[config.mk]
export PLATFORM = sky130hd
export DESIGN_NAME = dma_regfront
export DESIGN_NICKNAME = d
export VERILOG_FILES = /design/src/rtl/dma_regfront.sv
export SDC_FILE = /design/constraint.sdc
export NUM_CORES = 2
export LEC_CHECK = 0
export BUFFER_PORTS_ARGS = -buffer_cell sky130_fd_sc_hd__buf_2
export CAP_MARGIN = 30
export CORE_AREA = 2 2 366 731
export DETAILED_ROUTE_END_ITERATION = 7
export DIE_AREA = 0 0 368 733
export PLACE_DENSITY = 0.66
export SYNTH_ARGS = -nofsm -noshare
export SYNTH_HDL_FRONTEND = slang
export SYNTH_SLANG_ARGS = --single-unit
[constraint.sdc]
create_clock -name clk -period 5.8 [get_ports clk]
set_clock_uncertainty 0.15 [all_clocks]
set_input_delay 1.16 -clock clk [delete_from_list [all_inputs] [get_ports clk]]
set_output_delay 1.16 -clock clk [all_outputs]
set_load 0.05 [all_outputs]
[src/rtl/dma_regfront.sv]
module dma_regfront (
  input  logic        clk,
  input  logic        rst_n,
  input  logic        bus_sel,
  input  logic        bus_wr,
  input  logic [9:0]  bus_addr,
  input  logic [31:0] bus_wdata,
  output logic [31:0] bus_rdata,
  input  logic [15:0] ch_event,
  output logic        irq,
  output logic [15:0] start_pulse,
  output logic [15:0] stop_pulse,
  output logic [15:0] ring_en
);
  localparam int NCH = 16;

  logic [31:0] ptr_q    [NCH];
  logic [31:0] xlen_q   [NCH];
  logic [31:0] ylen_q   [NCH];
  logic [27:0] ctrl_q   [NCH];
  logic [31:0] stride_q [NCH];
  logic [15:0] status_q, enable_q, active_q;
  logic [31:0] loop_q;

  wire [7:0] wi      = bus_addr[9:2];
  wire       aligned = (bus_addr[1:0] == 2'b00);
  wire       wr      = bus_sel & bus_wr;
  wire [3:0] ch      = wi[5:2];
  wire       in_ch   = aligned && (wi[7:6] == 2'b00);
  wire       in_str  = aligned && (wi[7:4] == 4'h4);
  wire       hit_halt = aligned && wi == 8'h50;
  wire       hit_stat = aligned && wi == 8'h51;
  wire       hit_en   = aligned && wi == 8'h52;
  wire       hit_encl = aligned && wi == 8'h53;
  wire       hit_loop = aligned && wi == 8'h54;
  wire       hit_lpcl = aligned && wi == 8'h57;
  wire       mapped   = in_ch | in_str | hit_halt | hit_stat | hit_en |
                        hit_encl | hit_loop | hit_lpcl;

  wire [15:0] start_d = (wr && in_ch && wi[1:0] == 2'd0) ? (16'd1 << ch) : 16'd0;
  wire [15:0] stop_d  = (wr && hit_halt) ? bus_wdata[15:0] : 16'd0;
  wire [15:0] w1c     = (wr && hit_stat) ? bus_wdata[15:0] : 16'd0;

  assign irq = |(status_q & enable_q);
  assign ring_en = loop_q[15:0] & loop_q[31:16];

  always_ff @(posedge clk) begin
    if (!rst_n) begin
      for (int i = 0; i < NCH; i++) begin
        ptr_q[i] <= '0; xlen_q[i] <= '0; ylen_q[i] <= '0;
        ctrl_q[i] <= '0; stride_q[i] <= '0;
      end
      status_q <= '0; enable_q <= '0; active_q <= '0; loop_q <= '0;
      start_pulse <= '0; stop_pulse <= '0;
    end else begin
      start_pulse <= start_d;
      stop_pulse  <= stop_d;
      status_q    <= (status_q & ~w1c) | ch_event;
      active_q    <= (active_q | start_d) & ~stop_d;
      if (wr) begin
        if (in_ch) begin
          case (wi[1:0])
            2'd0: ptr_q[ch]  <= bus_wdata;
            2'd1: xlen_q[ch] <= bus_wdata;
            2'd2: ylen_q[ch] <= bus_wdata;
            default: ctrl_q[ch] <= bus_wdata[31:4];
          endcase
        end
        if (in_str)   stride_q[wi[3:0]] <= bus_wdata;
        if (hit_en)   enable_q <= bus_wdata[15:0];
        if (hit_encl) enable_q <= enable_q & ~bus_wdata[15:0];
        if (hit_loop) loop_q   <= bus_wdata;
        if (hit_lpcl) loop_q   <= loop_q & ~bus_wdata;
      end
    end
  end

  always_comb begin
    bus_rdata = '0;
    if (in_ch) begin
      case (wi[1:0])
        2'd0: bus_rdata = ptr_q[ch];
        2'd1: bus_rdata = xlen_q[ch];
        2'd2: bus_rdata = ylen_q[ch];
        default: bus_rdata = {ctrl_q[ch], ch};
      endcase
    end else if (in_str)  bus_rdata = stride_q[wi[3:0]];
    else if (hit_halt)    bus_rdata = {16'd0, active_q};
    else if (hit_stat)    bus_rdata = {16'd0, status_q};
    else if (hit_en)      bus_rdata = {16'd0, enable_q};
    else if (hit_loop)    bus_rdata = loop_q;
  end

  assert_start_onehot_R4: assert property (@(posedge clk) disable iff (!rst_n)
    $onehot0(start_pulse));
  assert_start_cause_R4: assert property (@(posedge clk) disable iff (!rst_n)
    (|start_pulse) |-> $past(bus_sel && bus_wr && bus_addr[1:0] == 2'b00));
  assert_stop_cause_R5: assert property (@(posedge clk) disable iff (!rst_n)
    (|stop_pulse) |-> $past(bus_sel && bus_wr && bus_addr == 10'h140));
  assert_event_sets_R6: assert property (@(posedge clk) disable iff (!rst_n)
    (|(status_q & ~$past(status_q))) |-> (|$past(ch_event)));
  assert_set_wins_R8: assert property (@(posedge clk) disable iff (!rst_n)
    (|ch_event) |=> ((status_q & $past(ch_event)) == $past(ch_event)));
  assert_unmapped_quiet_R11: assert property (@(posedge clk) disable iff (!rst_n)
    (bus_sel && bus_wr && !mapped) |=> ($stable(enable_q) && $stable(loop_q)));
endmodule

==> impl_summary.log <==
INFO  metric total_leakage_power = between 40 and 50 nW
INFO  metric layout_commonest_cell = and2_1
INFO  metric cts_inserted_buffers = around 220
INFO  metric grt_pass1_wl = 561 mm
INFO  metric worst-r2r-cell-count = 2
INFO  metric clkSlewWorstSetupHoldPaths = around 80 ps
INFO  metric area_growth = 12.8%
INFO  metric synth-edff-count = 2,496
INFO  metric post-route-drc-count = 0
INFO  metric placement_rows = between 200 and 300
INFO  metric io_pins = between 100 and 150
INFO  metric critPathLaunchType = primary input
INFO  metric remaining_max_slew_budget_at_the_tightest_pin = roughly 28%
INFO  metric most-common-layout-cells = 2,515 x and2_1, 2,496 x edfxtp_1, 532 x mux4_2
INFO  metric insertion_delay = just over 900 ps
INFO  metric syn-cell-area = around 120,000 sq um
INFO  metric clock_path_buffers = 4
INFO  metric timing.critical_path.slowest_cell_delay = between 600 and 700 ps
INFO  metric synth.yosys.seq_area_share = about two thirds
INFO  metric cp_slowest_cell = mux4_2
INFO  metric worst_path_max_fanout = 26
INFO  metric r2r_start = status_q[5]
INFO  metric run_status = finished, final reports clean
INFO  metric final_nets = between 8,000 and 9,000
INFO  metric mappedNetlistNets = approximately 8,000
INFO  metric routedWlPerCell = around 34 um
INFO  metric endpoint_of_the_worst_register_to_register_path = status_q[5]
INFO  metric totalNegativeSetupSlack = 0 ps
INFO  metric timing.critical_path.to_type = output pin
INFO  metric synth.lib_cells_used.distinct = between 60 and 70
INFO  metric ctsRootBufferMaster = clkbuf_16
INFO  metric fin_cells = around 12,000
INFO  metric cts.repair_timing.setup_buffer_count = 0
INFO  metric setup.reg_to_reg.worst_slack = about 4800 ps
INFO  metric placement.cell_area = between 100,000 and 150,000 sq um
INFO  metric setup_viol = 0
INFO  metric vias_in_the_first_global_route = around 73,000
INFO  metric grt_max_degree = between 100 and 150
INFO  metric cp.buffers_inverters = 6
INFO  metric synth.top_cells.by_area = edfxtp_1 63%, and2_1 13%, mux4_2 10%, mux2i_1 2.0%, dfxtp_1 1.9%
INFO  metric critPathCapture = bus_rdata[23]
INFO  metric die_y = around 730 um
INFO  metric worstSetupPathDepth = 11
INFO  metric routed-via-count = about 72,000
INFO  metric drtAntennaViolNets = 0
INFO  metric dp_cells = 11,300
INFO  metric cts_max_level = 4
INFO  metric dieArea = ~270,000 sq um
INFO  metric timing_worst_setup_path_type = primary input to output pin
INFO  metric grt_use_total = between 20 and 30%
INFO  metric synth-seq-cells = between 2,000 and 3,000
INFO  metric post_synth_arst_share = 0%
INFO  metric gp_weighted_congestion = 0.968
INFO  metric totalWireLength = 405 mm
INFO  metric buffer_ports.inserted = roughly 140
INFO  metric routed_via_density = just over 6
INFO  metric drive_gt1_share = 21.6%
INFO  metric postSynthCellCount = roughly 7,900
INFO  metric timing_hold_violations_final = 0
INFO  metric vdd_ir_drop_max = 0.000286 V
INFO  metric synth_top_area_share = around 63%
INFO  metric cp_cell_sequence = buf_12 -> buf_12 -> buf_4 -> buf_4 -> mux4_2 -> a21oi_2 -> nand3_2 -> nand3_4 -> o22ai_1 -> buf_4 -> buf_12
INFO  metric max-cap-violations = 0
INFO  metric cp_top_family = buffers and inverters
INFO  metric grt_overflow_total = 0
INFO  metric place_hpwl = roughly 260 mm
INFO  metric worst-slew-pin-transition = 1070 ps
INFO  metric postLayoutCoreUtil = 50.6%
INFO  metric start_util = between 40 and 50%
INFO  metric finalInstanceArea = 134,000 sq um
INFO  metric cts-hold-fix-buffers = 0
INFO  metric finalMaxSlewViolations = 0
INFO  metric cts_tree = built
INFO  metric hp-class = primary input to flop
INFO  metric dominantRegCellSynth = edfxtp_1
INFO  metric postCtsResizedCells = 12
INFO  metric crit_required = approximately 4500 ps
INFO  metric timing_startpoint_of_the_critical_path = bus_addr[4]
INFO  metric yosysTopAreaCell = edfxtp_1
INFO  metric coreArea = around 260,000 sq um
INFO  metric ys_warn_count = 0
INFO  metric cts.sink_count = about 2,600
INFO  metric timing.critical_path.arrival = 4480 ps
INFO  metric finalCritPeriodShare = between 90 and 100%
INFO  metric drt_first_iter_violations = between 10,000 and 15,000
INFO  metric detail_route.first_pass.iterations = 6
INFO  metric syn-mean-instance-area = approximately 15 sq um
INFO  metric setup_repair_after_global_routing_missed_its_margin = no
INFO  metric number_of_antenna_violations_at_the_first_check_in_global_routing = 28
INFO  metric power.density = 302 nW/um^2
INFO  metric fp.dieW = between 300 and 400 um
INFO  metric layout_min_cycle_time = slightly below 6000 ps
INFO  metric max_frequency = approximately 170 MHz
==> routing by layer <==
layer	up-vias	track usage [%]	wire length, um	part of all wire, %
met5	-	0	26	0.0064
met4	4	26.8	44500	11
met3	1252	4.52	35100	8.7
met2	4697	48.9	197000	49
met1	37100	33.0	128000	32
li1	29300	-	-	-
==> worst reg2reg max path: stages (launching register included) <==
cell     delay (ps)
dfxtp_1         540
a21oi_1         130
nor2b_1         140
==> worst min path at each step <==
stage                     start          end  slack (ps)  cells after the start
floorplan             loop_q[2]    loop_q[2]         300                      2
global placement     loop_q[29]   loop_q[29]         320                      2
detailed placement   loop_q[27]   loop_q[27]         330                      2
CTS                 ch_event[0]  status_q[0]         290                      3
global route        ch_event[0]  status_q[0]         330                      3
finish              ch_event[0]  status_q[0]         310                      3
==> flip-flops by register name, summed over array words and instances (netlist names) <==
register     cells
ylen_q         512
loop_q          32
start_pulse     16
stop_pulse      16
status_q        16
xlen_q         512
ptr_q          512
enable_q        16
stride_q       512
ctrl_q         448
active_q        16
==> where the power goes <==
part           total (mW)  switching, mW  internal [mW]
clock                15.1           7.05           8.06
sequential           21.7          0.262           21.4
combinational        3.55           2.36           1.19
total                40.4           9.67           30.7
==> Yosys cell counts (all sizes together), types with 7 or more instances <==
cell type / instances
a211o: 15
a211oi: 49
a21boi: 48
a21oi: 111
a221oi: 47
a22o: 30
a22oi: 78
and2: 2516
and3: 16
buf: 261
clkbuf: 552
dfxtp: 112
edfxtp: 2496
mux2: 7
mux2i: 238
mux4: 532
nand2: 222
nand3: 63
nand4: 12
nor2: 146
nor2b: 23
nor3: 11
o211a: 16
o21ai: 140
o221ai: 38
o22a: 10
o22ai: 81
==> kinds of logic after synthesis <==
family | count (synthesis) | share of synthesized area, %
and+or+nand+nor | 3031 | 15.5
DFF | 2608 | 65.2
muxes | 777 | 12.2
AOI/OAI and AO/OA | 706 | 4.08
buffers and inverters | 817 | 3.11
==> final cells by class <==
type / count / area (sq um)
Fill cell: 21900 / 130000
Sequential cell: 2608 / 77200
Multi-Input combinational cell: 4514 / 38600
Timing Repair Buffer: 707 / 6310
Clock buffer: 245 / 5590
Tap cell: 3497 / 4380
Clock inverter: 144 / 1450
Antenna cell: 14 / 35.0
Inverter: 4 / 15.0
==> per-stage QoR <==
stage / hold WS (ps) / total power, mW / setup slack (ps)
detailed placement: 331 / 25.6 / -815
global placement: 316 / 25.5 / -832
CTS: 287 / 40.4 / 27.3
finish: 312 / 40.4 / 5.57
floorplan: 296 / 23.8 / 438
global route: 334 / 41.1 / 0.630
Power figures use the tool's default switching activity.
